**src/rtl/pcicfg_pkg.sv**
```systemverilog
package pcicfg_pkg;
  localparam int unsigned IDX_W     = 6;
  localparam int unsigned DW        = 32;
  localparam int unsigned LANES     = DW / 8;

  localparam logic [IDX_W-1:0] IDX_MEMWIN = 6'h05;
  localparam logic [IDX_W-1:0] IDX_ROMWIN = 6'h0C;
  localparam logic [IDX_W-1:0] IDX_INTDW  = 6'h0F;

  localparam logic [DW-1:0] MEMWIN_WMASK = 32'hFFFF_FFE0;
  localparam logic [DW-1:0] ROMWIN_WMASK = 32'hFFFF_0001;
  localparam logic [DW-1:0] ROMWIN_CMASK = 32'hFFFF_0000;

  localparam logic [7:0] PIN_CODE    = 8'h01;
  localparam logic [7:0] GNT_DEFAULT = 8'h01;
  localparam logic [7:0] LAT_DEFAULT = 8'h00;

  // Merge one byte lane: bits set in m take the new value.
  function automatic logic [7:0] lane_merge(input logic [7:0] old_v,
                                            input logic [7:0] new_v,
                                            input logic [7:0] m);
    return (old_v & ~m) | (new_v & m);
  endfunction

  // True when a and b agree on every bit selected by m.
  function automatic logic window_match(input logic [DW-1:0] a,
                                        input logic [DW-1:0] b,
                                        input logic [DW-1:0] m);
    return ((a ^ b) & m) == '0;
  endfunction

  // Pack the interrupt dword in the header byte order.
  function automatic logic [DW-1:0] pack_intdw(input logic [7:0] line,
                                               input logic [7:0] gnt,
                                               input logic [7:0] lat);
    return {lat, gnt, PIN_CODE, line};
  endfunction
endpackage

```
**src/rtl/pcicfg_maskreg.sv**
```systemverilog
module pcicfg_maskreg #(
  parameter int unsigned W     = 32,
  parameter logic [W-1:0] WMASK = '1,
  parameter logic [W-1:0] RSTV  = '0
) (
  input  logic           clk,
  input  logic           rst_n,
  input  logic           we,
  input  logic [W/8-1:0] be,
  input  logic [W-1:0]   wdata,
  output logic [W-1:0]   q
);
  import pcicfg_pkg::*;
  localparam int unsigned NL = W / 8;

  for (genvar g = 0; g < NL; g++) begin : g_lane
    localparam logic [7:0] LMASK = WMASK[8*g +: 8];
    localparam logic [7:0] LRST  = RSTV[8*g +: 8];
    if (LMASK == 8'h00) begin : g_fixed
      assign q[8*g +: 8] = LRST;
    end else begin : g_rw
      logic [7:0] lane_q;
      always_ff @(posedge clk) begin
        if (!rst_n)
          lane_q <= LRST;
        else if (we && be[g])
          lane_q <= lane_merge(lane_q, wdata[8*g +: 8], LMASK);
      end
      assign q[8*g +: 8] = lane_q;
    end
  end
endmodule

```
**src/rtl/pcicfg_eeload.sv**
```systemverilog
module pcicfg_eeload (
  input  logic       clk,
  input  logic       rst_n,
  input  logic       ee_done,
  input  logic       ee_present,
  input  logic [7:0] ee_maxlat,
  input  logic [7:0] ee_mingnt,
  output logic [7:0] lat_q,
  output logic [7:0] gnt_q,
  output logic       loaded
);
  import pcicfg_pkg::*;
  logic take;
  assign take = ee_done && !loaded;

  always_ff @(posedge clk) begin
    if (!rst_n) begin
      lat_q  <= LAT_DEFAULT;
      gnt_q  <= GNT_DEFAULT;
      loaded <= 1'b0;
    end else if (take) begin
      loaded <= 1'b1;
      if (ee_present) begin
        lat_q <= ee_maxlat;
        gnt_q <= ee_mingnt;
      end
    end
  end
endmodule

```
**src/rtl/pcicfg_decode.sv**
```systemverilog
module pcicfg_decode (
  input  logic [31:0] probe_addr,
  input  logic [31:0] memwin_q,
  input  logic [31:0] romwin_q,
  output logic        mem_hit,
  output logic        rom_hit
);
  import pcicfg_pkg::*;
  assign mem_hit = window_match(probe_addr, memwin_q, MEMWIN_WMASK);
  assign rom_hit = romwin_q[0] && window_match(probe_addr, romwin_q, ROMWIN_CMASK);
endmodule

```
**src/rtl/pcicfg_slice.sv**
```systemverilog
module pcicfg_slice (
  input  logic        clk,
  input  logic        rst_n,
  input  logic [5:0]  cfg_addr,
  input  logic [3:0]  cfg_be,
  input  logic [31:0] cfg_wdata,
  input  logic        cfg_wr,
  input  logic        cfg_rd,
  output logic [31:0] cfg_rdata,
  input  logic        ee_present,
  input  logic        ee_done,
  input  logic [7:0]  ee_maxlat,
  input  logic [7:0]  ee_mingnt,
  output logic [3:0]  irq_nib,
  input  logic [31:0] probe_addr,
  output logic        mem_hit,
  output logic        rom_hit
);
  import pcicfg_pkg::*;

  logic        we_mem, we_rom, we_int;
  logic [31:0] memwin_q, romwin_q, rd_mux;
  logic [7:0]  line_q, lat_q, gnt_q;
  logic        ee_loaded;

  assign we_mem = cfg_wr && (cfg_addr == IDX_MEMWIN);
  assign we_rom = cfg_wr && (cfg_addr == IDX_ROMWIN);
  assign we_int = cfg_wr && (cfg_addr == IDX_INTDW);

  pcicfg_maskreg #(.W(32), .WMASK(MEMWIN_WMASK), .RSTV(32'h0)) u_memwin (
    .clk(clk), .rst_n(rst_n), .we(we_mem), .be(cfg_be), .wdata(cfg_wdata), .q(memwin_q));

  pcicfg_maskreg #(.W(32), .WMASK(ROMWIN_WMASK), .RSTV(32'h0)) u_romwin (
    .clk(clk), .rst_n(rst_n), .we(we_rom), .be(cfg_be), .wdata(cfg_wdata), .q(romwin_q));

  pcicfg_maskreg #(.W(8), .WMASK(8'hFF), .RSTV(8'h00)) u_line (
    .clk(clk), .rst_n(rst_n), .we(we_int), .be(cfg_be[0]), .wdata(cfg_wdata[7:0]), .q(line_q));

  pcicfg_eeload u_ee (
    .clk(clk), .rst_n(rst_n), .ee_done(ee_done), .ee_present(ee_present),
    .ee_maxlat(ee_maxlat), .ee_mingnt(ee_mingnt),
    .lat_q(lat_q), .gnt_q(gnt_q), .loaded(ee_loaded));

  pcicfg_decode u_dec (
    .probe_addr(probe_addr), .memwin_q(memwin_q), .romwin_q(romwin_q),
    .mem_hit(mem_hit), .rom_hit(rom_hit));

  always_comb begin
    unique case (cfg_addr)
      IDX_MEMWIN: rd_mux = memwin_q;
      IDX_ROMWIN: rd_mux = romwin_q;
      IDX_INTDW:  rd_mux = pack_intdw(line_q, gnt_q, lat_q);
      default:    rd_mux = '0;
    endcase
  end

  always_ff @(posedge clk) begin
    if (!rst_n)
      cfg_rdata <= '0;
    else if (cfg_rd)
      cfg_rdata <= rd_mux;
  end

  assign irq_nib = line_q[3:0];
endmodule

```
**config.mk**
```make
export PLATFORM = sky130hd
export DESIGN_NAME = pcicfg_slice
export DESIGN_NICKNAME = d
export VERILOG_FILES = /design/src/rtl/pcicfg_pkg.sv /design/src/rtl/pcicfg_maskreg.sv /design/src/rtl/pcicfg_eeload.sv /design/src/rtl/pcicfg_decode.sv /design/src/rtl/pcicfg_slice.sv
export SDC_FILE = /design/constraint.sdc
export NUM_CORES = 1
export LEC_CHECK = 0
export BUFFER_PORTS_ARGS = -buffer_cell sky130_fd_sc_hd__clkbuf_2
export CAP_MARGIN = 20
export CELL_PAD_IN_SITES_DETAIL_PLACEMENT = 0
export CELL_PAD_IN_SITES_GLOBAL_PLACEMENT = 1
export CORE_ASPECT_RATIO = 0.7
export CORE_MARGIN = 2
export CORE_UTILIZATION = 43
export CTS_CLUSTER_DIAMETER = 100
export DETAILED_ROUTE_END_ITERATION = 10
export PLACE_DENSITY_LB_ADDON = 0.1
export SYNTH_ARGS = -nofsm -noshare
export SYNTH_HDL_FRONTEND = slang
export SYNTH_HIERARCHICAL = 1
export SYNTH_SLANG_ARGS = --single-unit
```
**constraint.sdc**
```tcl
create_clock -name clk -period 3.02 [get_ports clk]
set_input_delay 0.604 -clock clk [delete_from_list [all_inputs] [get_ports clk]]
set_output_delay 0.604 -clock clk [all_outputs]
set_load 0.005 [all_outputs]
```
==> flow_summary_export.csv <==
group,metric,value,unit
detailed_routing,dr_total_vias,4457,
logic_synthesis,synthesis.area,5260,um2
global_route,antenna_found_initial,0,
logic_synthesis,synthTopCellsByCount,"118 x nand2_1, 101 x dfxtp_1, 57 x nand4_1",
placement,post-place-ws,0.563,ns
floorplanning,core.rowCount,33,
cts,ctsHoldBuffers,0,
global_route,grt_max_degree,57,
logic_synthesis,ys_warn_count,6,
logic_synthesis,synth-seq-area-share,38.5,%
logic_synthesis,synth_cell_types,44,
sta,setup_viol,0,
detailed_routing,drt-total-wl,14.8,mm
logic_synthesis,synth_seq_cells,101,
floorplanning,die_h,96.5,um
cts,cts_made_buffers,9,
detailed_routing,ant_nets,0,
logic_synthesis,dominantRegCellSynth,"dfxtp_1",
sta,worst_pin_slew,0.732,ns
cells_and_area,final_nets,780,
job,cap_violations,0,
worst_setup_path,worstSetupStartpointType,"primary input",
global_route,grt_pass1_wl,22.6,mm
worst_setup_path,crit_buf_inv,2,
floorplanning,initial_utilization,44.5,%
worst_setup_path,cp-end-kind,"output port",
placement,place.port_buffers,128,
placement,post_dp_cell_area,5680,um2
cts,root_buffer,"clkbuf_16",
power_and_ir_drop,p_leak,2.34,nW
placement,dp_hpwl,10.7,mm
cells_and_area,syn_to_final_growth,13.4,%
detailed_routing,via_per_inst,5.27,
cts,cts.reportedPaths.clkPinSlew,0.07,ns
min_path,hp-class,"reg2reg",
worst_setup_path,critical-path-top-delay-family,"simple AND/OR/NAND/NOR gates",
worst_setup_path,critical_path_class,"in2out",
worst_setup_path,crit_path_frequent_cell,"clkbuf_2",
detailed_routing,drtIter0Drc,360,
logic_synthesis,synth_cells,586,
logic_synthesis,synth_top_area_share,38.5,%
detailed_routing,wire_per_inst,17.5,um
sta,max_freq,394,MHz
cts,postCtsSetupBuffers,0,
sta,rsz0062_at_grt,"no",
cts,cts_max_path_buffers,2,
sta,fin_ws,0.482,ns
power_and_ir_drop,ir_worst_vdd,296,uV
sta,hold_viol,0,
logic_synthesis,synth_enable_flop_cells,0,
worst_setup_path,crit_chain,"clkbuf_2 > xor2_1 > nor4_1 > nand4_1 > nor4_2 > clkbuf_2",
sta,drv_slew,0,
sta,tns,0,ns
floorplanning,fp.dieW,136,um
floorplanning,dieArea,13100,um2
sta,min_period_over_period,84.0,%
global_route,track_usage,22.8,%
floorplanning,coreArea,11800,um2
power_and_ir_drop,p_per_area,452,nW/um2
cells_and_area,antenna_cells,0,
cts,cts_sinks,101,
logic_synthesis,synth_top_area_cell,"dfxtp_1",
worst_setup_path,cp.arrival,1.93,ns
sta,min_period,2.54,ns
worst_setup_path,max_stage_delay,0.39,ns
cts,clock_latency,0.34,ns
placement,gp_congestion,0.856,
worst_setup_path,critPathRequiredTime,2.42,ns
logic_synthesis,synth.area.top_cells,"dfxtp_1 38%, nand2_1 8.4%, nand4_1 6.8%",
detailed_routing,drc,0,
cts,cts_tree,"done",
worst_setup_path,slowest_stage,"nor4_1",
global_route,first_global_vias,4126,
worst_setup_path,critPathMaxFanout,2,
logic_synthesis,synth_most_common_cell,"nand2_1",
global_route,grt_overflow_total,0,
cts,cts_max_level,3,
floorplanning,io_pins,134,
cts,cts_resized,0,
detailed_routing,drtPass1Iterations,5,
sta,clock_skew,0.00654,ns
outcome,status,"finished clean",
sta,maxSlewHeadroom,51.0,%
cells_and_area,drive_gt1_share,29.8,%
logic_synthesis,async_flop_share,0,%
logic_synthesis,syn_area_per_cell,8.97,um2
cells_and_area,stdcell_area,5960,um2
## metrics by stage
stage / hold WS [ns] / std cells / total power [mW] / util (%)
after floorplan: 0.434 / 604 / 1.55 / -
after global placement: 0.438 / 830 / 1.63 / 48.1
after detailed placement: 0.443 / 830 / 1.63 / 48.1
after CTS: 0.452 / 845 / 2.71 / 50.5
after global routing: 0.466 / 845 / 2.80 / 50.5
final: 0.446 / 845 / 2.70 / 50.5
## metal layers
metal  vias up  global-route usage [%]  share of wire (%)
li1       2246                       -                  -
met1      2066                    32.1                 49
met2       132                    35.3                 44
met3        13                    5.22                5.7
met4         0                    5.64                1.0
met5         -                       0                  0
## state kept, by name, indices dropped and copies added, names as in the netlist
| register | count |
|---|---|
| u_ee/gnt_q | 8 |
| u_line/q | 8 |
| cfg_rdata | 32 |
| u_memwin/g_lane.g_rw.lane_q | 27 |
| u_ee/lat_q | 8 |
| u_romwin/g_lane.g_rw.lane_q | 17 |
| u_ee/loaded | 1 |
## logic make-up (layout without fill, tap and decap cells)
kind of cell,after synthesis,count (layout),share of synthesized area (%)
AOI/OAI and AO/OA,144,144,20.1
xor gates and xnor gates,43,43,7.17
buffers and inverters,73,157,11.4
DFF,101,101,38.5
muxes,16,16,3.05
other,2,20,0.143
and+or+nand+nor,207,207,19.7
## layout by cell type, fill, tap and decap left out, drive strengths merged, types with 2 or more instances in the layout
master	count
mux2i	16
a2bb2oi	24
and2b	2
xor2	20
nor4	7
o21ai	83
buf	14
conb	20
xnor2	23
nor2b	3
a22oi	31
dfxtp	101
nand3	2
and2	9
and3	2
clkinv	4
and3b	2
nand4	57
nand2	118
clkbuf	138
## path summary, 6_finish.rpt
check / start / end / slack, ns / cells after the start
max: probe_addr[29] / rom_hit / 0.48 / 6
min: cfg_rdata[6] / cfg_rdata[6] / 0.45 / 2
max reg2reg: u_ee/loaded / u_ee/lat_q[6] / 1.89 / 3
min reg2reg: cfg_rdata[6] / cfg_rdata[6] / 0.45 / 2
## worst register-to-register path, cell delays in order, from the launching register on
cell     delay [ns]
dfxtp_1        0.32
and3b_1        0.20
buf_4          0.29
mux2i_1        0.25
## report_power, final
group	switching (mW)	internal (mW)	total (mW)
Combinational	0.149	0.0998	0.249
Sequential	0.00935	1.34	1.35
Clock	0.496	0.597	1.09
Total	0.654	2.04	2.70
## area by class of cell
| class | count | area, um2 |
|---|---|---|
| inverters | 1 | 3.75 |
| multi-input cells | 430 | 2710 |
| fillers | 1199 | 5850 |
| flip-flops and latches | 101 | 2020 |
| well taps | 157 | 196 |
| repair buffers | 141 | 753 |
| clock inverters | 4 | 23.8 |
| clock buffers | 11 | 253 |
(Power assumes the default switching activity.)
